File: src/rtl/evq_drain_pkg.sv
package evq_drain_pkg;

    typedef enum logic [2:0] {
        ST_IDLE,
        ST_READ,
        ST_EVAL,
        ST_DISP,
        ST_WB
    } drain_state_e;

    typedef struct packed {
        logic       wrap;
        logic       src;
        logic [7:0] size;
        logic [7:0] etype;
    } evq_desc_t;

    function automatic logic [3:0] nib_xor(input logic [31:0] w);
        logic [3:0] acc;
        acc = 4'h0;
        for (int i = 0; i < 8; i++) begin
            acc = acc ^ w[i*4 +: 4];
        end
        return acc;
    endfunction

endpackage

File: src/rtl/evq_desc_unpack.sv
module evq_desc_unpack
    import evq_drain_pkg::*;
(
    input  logic [31:0] raw_i,
    output evq_desc_t   desc_o
);
    localparam int NBYTES = 4;

    logic [31:0] host;

    for (genvar b = 0; b < NBYTES; b++) begin : g_swap
        assign host[b*8 +: 8] = raw_i[(NBYTES-1-b)*8 +: 8];
    end

    assign desc_o.wrap  = host[31];
    assign desc_o.src   = host[30];
    assign desc_o.size  = host[23:16];
    assign desc_o.etype = host[7:0];
endmodule

File: src/rtl/evq_ci_pack.sv
module evq_ci_pack
    import evq_drain_pkg::*;
#(
    parameter int IDX_W = 3
) (
    input  logic [IDX_W-1:0] idx_i,
    input  logic             wrap_i,
    output logic [31:0]      word_o
);
    logic [31:0] base;

    always_comb begin
        base        = '0;
        base[15:0]  = 16'(idx_i);
        base[16]    = wrap_i;
        base[31]    = 1'b1;
        word_o      = base;
        word_o[27:24] = nib_xor(base);
    end
endmodule

File: src/rtl/evq_drain_top.sv
module evq_drain_top
    import evq_drain_pkg::*;
#(
    parameter int QLEN    = 8,
    parameter int N_TYPES = 5,
    parameter int RD_LAT  = 2,
    parameter int IDX_W   = (QLEN > 1) ? $clog2(QLEN) : 1
) (
    input  logic               clk,
    input  logic               rst_n,
    input  logic               irq_i,
    output logic               mem_req_o,
    output logic [IDX_W-1:0]   mem_addr_o,
    input  logic [63:0]        mem_rdata_i,
    input  logic [N_TYPES-1:0] hdl_en_i,
    output logic [N_TYPES-1:0] hdl_valid_o,
    input  logic [N_TYPES-1:0] hdl_done_i,
    output logic [7:0]         hdl_type_o,
    output logic [7:0]         hdl_size_o,
    output logic [31:0]        hdl_payload_o,
    output logic               err_type_o,
    output logic               err_unhandled_o,
    output logic               ci_wr_o,
    output logic [31:0]        ci_wdata_o
);
    localparam int CNT_W = $clog2(QLEN + 1);
    localparam int LAT_W = $clog2(RD_LAT + 1);

    typedef struct packed {
        drain_state_e       st;
        logic [IDX_W-1:0]   idx;
        logic               wrap;
        logic [CNT_W-1:0]   cnt;
        logic [LAT_W-1:0]   lat;
        logic [63:0]        elem;
        logic [N_TYPES-1:0] run;
        logic               err_t;
        logic               err_u;
    } regs_t;

    regs_t r_q, r_d;
    evq_desc_t desc;

    evq_desc_unpack u_unpack (
        .raw_i  (r_q.elem[63:32]),
        .desc_o (desc)
    );

    evq_ci_pack #(.IDX_W(IDX_W)) u_pack (
        .idx_i  (r_q.idx),
        .wrap_i (r_q.wrap),
        .word_o (ci_wdata_o)
    );

    logic type_ok;
    logic [N_TYPES-1:0] type_sel;

    always_comb begin
        type_ok  = 32'(desc.etype) < N_TYPES;
        type_sel = '0;
        for (int t = 0; t < N_TYPES; t++) begin
            if (32'(desc.etype) == t) type_sel[t] = 1'b1;
        end
    end

    always_comb begin
        logic advance;
        r_d       = r_q;
        r_d.err_t = 1'b0;
        r_d.err_u = 1'b0;
        advance   = 1'b0;
        unique case (r_q.st)
            ST_IDLE: begin
                if (irq_i) begin
                    r_d.st  = ST_READ;
                    r_d.cnt = '0;
                    r_d.lat = '0;
                end
            end
            ST_READ: begin
                if (32'(r_q.lat) == RD_LAT) begin
                    r_d.elem = mem_rdata_i;
                    r_d.st   = ST_EVAL;
                end else begin
                    r_d.lat = r_q.lat + 1'b1;
                end
            end
            ST_EVAL: begin
                if (desc.wrap == r_q.wrap) begin
                    r_d.st = ST_WB;
                end else if (!type_ok) begin
                    r_d.err_t = 1'b1;
                    r_d.st    = ST_WB;
                end else if (desc.src) begin
                    advance = 1'b1;
                end else if ((hdl_en_i & type_sel) != '0 &&
                             (r_q.run & type_sel) == '0) begin
                    r_d.run = r_q.run | type_sel;
                    r_d.st  = ST_DISP;
                end else begin
                    r_d.err_u = 1'b1;
                    advance   = 1'b1;
                end
            end
            ST_DISP: begin
                if ((hdl_done_i & r_q.run) != '0) begin
                    r_d.run = '0;
                    advance = 1'b1;
                end
            end
            ST_WB: begin
                r_d.st = ST_IDLE;
            end
            default: r_d.st = ST_IDLE;
        endcase

        if (advance) begin
            if (r_q.idx == IDX_W'(QLEN - 1)) begin
                r_d.idx  = '0;
                r_d.wrap = ~r_q.wrap;
            end else begin
                r_d.idx = r_q.idx + 1'b1;
            end
            r_d.cnt = r_q.cnt + 1'b1;
            r_d.lat = '0;
            r_d.st  = (32'(r_q.cnt) == QLEN - 1) ? ST_WB : ST_READ;
        end
    end

    always_ff @(posedge clk) begin
        if (!rst_n) begin
            r_q      <= '0;
            r_q.st   <= ST_IDLE;
        end else begin
            r_q <= r_d;
        end
    end

    assign mem_req_o       = (r_q.st == ST_READ) && (r_q.lat == '0);
    assign mem_addr_o      = r_q.idx;
    assign hdl_valid_o     = (r_q.st == ST_DISP) ? r_q.run : '0;
    assign hdl_type_o      = desc.etype;
    assign hdl_size_o      = desc.size;
    assign hdl_payload_o   = r_q.elem[31:0];
    assign err_type_o      = r_q.err_t;
    assign err_unhandled_o = r_q.err_u;
    assign ci_wr_o         = (r_q.st == ST_WB);

    assert_valid_onehot_R8: assert property (@(posedge clk) disable iff (!rst_n)
        $onehot0(hdl_valid_o));

    assert_valid_hold_R8: assert property (@(posedge clk) disable iff (!rst_n)
        (hdl_valid_o != '0 && (hdl_valid_o & hdl_done_i) == '0)
        |=> (hdl_valid_o == $past(hdl_valid_o) && $stable(hdl_payload_o) && $stable(hdl_size_o)));

    assert_req_single_R11: assert property (@(posedge clk) disable iff (!rst_n)
        mem_req_o |=> !mem_req_o);

    assert_addr_range_R11: assert property (@(posedge clk) disable iff (!rst_n)
        mem_req_o |-> (32'(mem_addr_o) < QLEN));

    assert_wr_single_R10: assert property (@(posedge clk) disable iff (!rst_n)
        ci_wr_o |=> !ci_wr_o);

    assert_chk_zero_R10: assert property (@(posedge clk) disable iff (!rst_n)
        ci_wr_o |-> (nib_xor(ci_wdata_o) == 4'h0 && ci_wdata_o[31]));

    assert_abort_noadv_R5: assert property (@(posedge clk) disable iff (!rst_n)
        err_type_o |-> (ci_wr_o && mem_addr_o == $past(mem_addr_o)));

    assert_no_disp_err_R7: assert property (@(posedge clk) disable iff (!rst_n)
        err_unhandled_o |-> hdl_valid_o == '0);
endmodule

File: config.mk
export PLATFORM = sky130hd
export DESIGN_NAME = evq_drain_top
export DESIGN_NICKNAME = d
export VERILOG_FILES = /design/src/rtl/evq_drain_pkg.sv /design/src/rtl/evq_desc_unpack.sv /design/src/rtl/evq_ci_pack.sv /design/src/rtl/evq_drain_top.sv
export SDC_FILE = /design/constraint.sdc
export NUM_CORES = 1
export LEC_CHECK = 0
export ABC_AREA = 1
export BUFFER_PORTS_ARGS = -buffer_cell sky130_fd_sc_hd__buf_2
export CORE_MARGIN = 2
export CORE_UTILIZATION = 35
export DETAILED_ROUTE_END_ITERATION = 7
export GPL_TIMING_DRIVEN = 0
export RECOVER_POWER = 100
export SKIP_LAST_GASP = 1
export SLEW_MARGIN = 20
export SYNTH_ARGS = -nofsm -noshare
export SYNTH_HDL_FRONTEND = slang
export SYNTH_HIERARCHICAL = 1
export SYNTH_SLANG_ARGS = --single-unit
File: constraint.sdc
create_clock -name clk -period 1.8 [get_ports clk]
set_input_delay 0.18 -clock clk [delete_from_list [all_inputs] [get_ports clk]]
set_output_delay 0.18 -clock clk [all_outputs]
set_load 0.1 [all_outputs]
# Word level (Yosys, flattened, before mapping)
# Index checks and enable logic that the tools add are counted.
# W data, S select, Z words.
dict set report totals {
  register_bits 84
  inputBits 77
}
dict set report op_classes {
  addsub 3
  order_cmp 1
  n_eq_ne 24
  mux 36
  bitwise 10
  n_reduce_logical 21
}
# op count
set ops {}
lappend ops {{$mux W5} 5}
lappend ops {{$mux W3} 8}
lappend ops {{$eq A8 B2 Y1 const B} 2}
lappend ops {{$ne A2 B2 Y1 const B} 8}
lappend ops {{$and A5 B5 Y5} 3}
lappend ops {{$mux W1} 14}
lappend ops {{$mux W13} 1}
lappend ops {{$pmux W3 S4} 1}
lappend ops {{$ne A5 B5 Y1 const B} 2}
lappend ops {{$pmux W5 S2} 1}
lappend ops {{$reduce_bool A5 Y1} 2}
lappend ops {{$eq A8 B1 Y1 const B} 1}
lappend ops {{$eq A8 B3 Y1 const B} 1}
lappend ops {{$logic_not A8 Y1} 1}
lappend ops {{$lt A8 B3 Y1 const B} 1}
lappend ops {{$reduce_bool A2 Y1} 4}
lappend ops {{$mux W7} 1}
lappend ops {{$eq A3 B2 Y1 const B} 2}
lappend ops {{$eq A3 B3 Y1 const B} 2}
lappend ops {{$mux W6} 1}
lappend ops {{$ne A3 B3 Y1 const B} 2}
lappend ops {{$reduce_and A2 Y1} 3}
lappend ops {{$reduce_and A6 Y1} 1}
lappend ops {{$logic_not A5 Y1} 1}
lappend ops {{23 further kinds} 27}

# Longest topological paths before layout
dict set report logic_depth {
  word_depth 12
  ltp_mapped 15
  mapped_depth_nobuf 14
}

# Hierarchy
# Netlist, hierarchy kept.
# mod n_inst cells_per_inst area_each_um2
set modules_own_cells {}
lappend modules_own_cells {evq_drain_top 1 509 3759.9}
lappend modules_own_cells {evq_ci_pack 1 38 259.0}
lappend modules_own_cells {evq_desc_unpack 1 18 135.1}

# Worst setup path before layout
# OpenSTA, ideal clock, no wires.
dict set report synth_timing {
  path_type {reg-to-output}
  start {register r_q[83] (netlist name)}
  end {output hdl_valid_o[0]}
  arrival_ns 1.990
  required_time_ns 1.620
  path_slack_ns -0.370
  stages_incl_launch_ff 6
  path_buffers 0
  path_cell_list {dfxtp_1 inv_1 nand2_1 nor2_1 inv_1 nor2_1}
}
dict set report synth_between {
  elab_chain_cells 2
}
# item line
set synth_rtl {}
lappend synth_rtl {{start: declaration} evq_drain_top.sv:41} ;# regs_t r_q, r_d;
lappend synth_rtl {{start signal: assignment} evq_drain_top.sv:135} ;# r_q <= r_d;
lappend synth_rtl {{$eq A3 B2 Y1} evq_drain_top.sv:141} ;# assign hdl_valid_o = (r_q.st == ST_DISP) ? r_q.run : '0;
lappend synth_rtl {{$mux W5} evq_drain_top.sv:141}
lappend synth_rtl {{end: declaration} evq_drain_top.sv:16} ;# output logic [N_TYPES-1:0] hdl_valid_o,
# Every way passes these cells.

# Worst setup path after layout
dict set report layout_timing {
  start {register r_q[69] (netlist name)}
  end {register r_q[77] (netlist name)}
}
dict set report layout_between {
  elab_chain_cells 11
}
# item line
set layout_rtl {}
lappend layout_rtl {{$eq A8 B1 Y1 (tied with other cells)} evq_drain_top.sv:62} ;# if (32'(desc.etype) == t) type_sel[t] = 1'b1;
lappend layout_rtl {{$mux W1} evq_drain_top.sv:62}
lappend layout_rtl {{$and A5 B5 Y5, on equally long branches} {evq_drain_top.sv:96, evq_drain_top.sv:97}}
lappend layout_rtl {{$reduce_bool A5 Y1 or $logic_not A5 Y1 (tied branches)} {evq_drain_top.sv:96, evq_drain_top.sv:97}}
lappend layout_rtl {{$logic_and A1 B1 Y1} evq_drain_top.sv:96} ;# end else if ((hdl_en_i & type_sel) != '0 &&
lappend layout_rtl {{$mux W1} evq_drain_top.sv:96}
lappend layout_rtl {{$mux W1} evq_drain_top.sv:94} ;# end else if (desc.src) begin
lappend layout_rtl {{$mux W1 (*)} evq_drain_top.sv:91} ;# end else if (!type_ok) begin
lappend layout_rtl {{$mux W1 (*)} evq_drain_top.sv:89} ;# if (desc.wrap == r_q.wrap) begin
lappend layout_rtl {{$pmux W1 S2 (*)} evq_drain_top.sv:72} ;# unique case (r_q.st)
lappend layout_rtl {{$reduce_and A2 Y1 (no line) (*)} --}
# Every way passes the cells marked *; elsewhere a longest branch is shown, timed or not.
# A chain may end at the register's enable or synchronous reset.

==> results.tsv <==
metric	value	unit
status	finished clean	
die footprint	11410	um2
hold-fix buffers at CTS	0	
VDD IR-drop max	0.0003193	V
die span in x	106.8	um
DP Area	4603	um2
Crit Path Class	reg -> reg	
syn_area_per_cell	7.266	um2
vias in the first global route	3299	
CTS sink cnt	70	
initial core utilization	35.99	%
Leak	2.644	nW
worst-skew pair later-pin latency	0.35	ns
Critical Path End Type	register	
clock slew at reported path FFs	0.09	ns
I/O pins	169	
Setup crit start kind	register	
hold slack	0.04740	ns
Setup Viol. Count Final	0	
Syn. warnings	6	
gpl congestion	0.9238	
most frequent CP cell	nand2_1	
CP Cell Sequence	buf_6, nor2_4, nand2_4, inv_4, nand2_2, inv_2, nand2_1, nand2_1, inv_1, nand2_2, nand4_4, buf_8, nand3_2, nand2_1, a21oi_1	
Post-Syn Area	3699	um2
DR WL/cell	11.10	um
Nets	764	
Power per Cell Area	695.6	nW/um2
Max stage delay on crit path	0.33	ns
family with the most delay on the worst path	simple AND/OR/NAND/NOR gates	
Layout Skew	0.01305	ns
gr ovfl total	0	
Worst EP required	2.08	ns
Total Power	3.542	mW
vias per cell	4.365	
Hold WC Path Type	in -> reg	
chip height	106.8	um
Max Root-Sink Buffers	2	
Hold Violations, Final	0	
post-route non-filler standard cell count	823	
Final Core Density	49.54	%
unrepaired setup endpoints after global routing	true	
worst slack, placed	-0.03610	ns
htree depth	3	
DRC Markers	0	
num rows	37	
Max FO, Critical Path	5	
Detailed Place HPWL	6.761	mm
CP max stage cell	dfxtp_2	
largest net degree at the start of global routing	15	
FILL cells	1048	
period utilisation layout	97.20	%
Core Area	10280	um2
Detailed Route Iter0 Violations	126	
worst setup margin	0.05036	ns
Placed Cells	797	
Slew headroom	62.15	%
initial antenna violation count	0	
Post-DRT Antenna Nets	0	
Worst EP arrival	2.02	ns
CTS Buf Count	9	
maximum clock rate	571.5	MHz
P&R area growth vs syn	37.65	%
via count	3592	
final-report max-slew violation count	0	
router iterations before antenna repair	5	
root buf cell	clkbuf_8	
final instance area	5091	um2
first-pass GRT wire length	14.52	mm
diode count	0	
Max-Cap Viols	0	
CTS tree	yes	
I/O Buffers	129	
Cells after Synth	509	
Final Critical Period	1.750	ns
WP buf/inv	5	
ratio of cells with drive above 1 in the final layout	44.25	%
Worst-Margin Slew	0.5677	ns
Routed WL	9.133	mm
setup_tns	0	ns
Tot GR Track Use	15.63	%
-- worst reg2reg max path: stages, from the launching register on --
cell and delay [ns]:
dfxtp_2 0.33, buf_6 0.11, nor2_4 0.12, nand2_4 0.11, inv_4 0.10, nand2_2 0.05, inv_2 0.05, nand2_1 0.04
nand2_1 0.05, inv_1 0.04, nand2_2 0.10, nand4_4 0.16, buf_8 0.19, nand3_2 0.05, nand2_1 0.04, a21oi_1 0.13
-- routing by layer --
layer	up-vias	share of wire (%)	GRT usage, %
met4	0	1.1	4.360
li1	1855	-	-
met1	1596	43	19.32
met3	14	9.0	5.897
met2	127	47	25.48
met5	-	0	0
-- area by class of cell --
cell class                      instances  area [um2]  share of cell area [%]
Timing Repair Buffer                  138       782.0                   15.36
Clock buffer                            9       123.9                   2.433
Buffer                                106       754.5                   14.82
Multi-Input combinational cell        322        1660                   32.61
Tap cell                              136       170.2                   3.342
Inverter                               34       130.1                   2.556
Timing Repair inverter                  1       7.507                  0.1475
Clock inverter                          7       56.30                   1.106
Sequential cell                        70        1406                   27.62
-- state kept, by name, indices dropped and copies added (netlist names) --
name and cells:
err_type_o 1, err_unhandled_o 1, hdl_payload_o 32, mem_addr_o 3, r_q 33
-- final timing paths --
path,start,end,slack (ns),cells past startpoint
worst max register to register,r_q[69],r_q[77],0.05,15
worst min register to register,r_q[76],r_q[76],0.49,2
worst max-delay path,r_q[69],r_q[77],0.05,15
worst min-delay path,mem_rdata_i[14],hdl_payload_o[14],0.05,3
-- cell usage in the layout, fill, tap and decap left out, types with 2 or more instances in the layout --
master,n
nor2_1,123
buf_2,102
buf_4,89
dfxtp_1,66
o21ai_0,51
nand2_1,31
clkbuf_2,27
inv_1,25
conb_1,25
nand3_1,19
clkbuf_1,13
a21oi_1,10
clkbuf_8,9
inv_2,8
nand2_2,8
a21oi_2,8
buf_6,8
nand3_2,7
nor2_2,6
ha_1,5
clkinvlp_4,5
nand2_4,4
nor2_4,4
nand4_1,4
dfxtp_2,4
inv_6,3
buf_8,2
nand3_4,2
clkbuf_16,2
-- repair_timing --
action	in CTS	in global routing
gates cloned	0	4
resized for setup	9	50
endpoints found under the setup margin	21	52
pin swaps	0	15
buffers inserted	0	7
-- where the power goes --
| group | internal, mW | leakage, nW | total (mW) | switching (mW) |
|---|---|---|---|---|
| registers | 1.57 | 0.566 | 1.59 | 0.0170 |
| clock network | 0.513 | 0.0789 | 1.17 | 0.655 |
| logic | 0.205 | 2.00 | 0.783 | 0.578 |
| total | 2.29 | 2.64 | 3.54 | 1.25 |
Note: power is estimated with default switching activity, not from simulation.
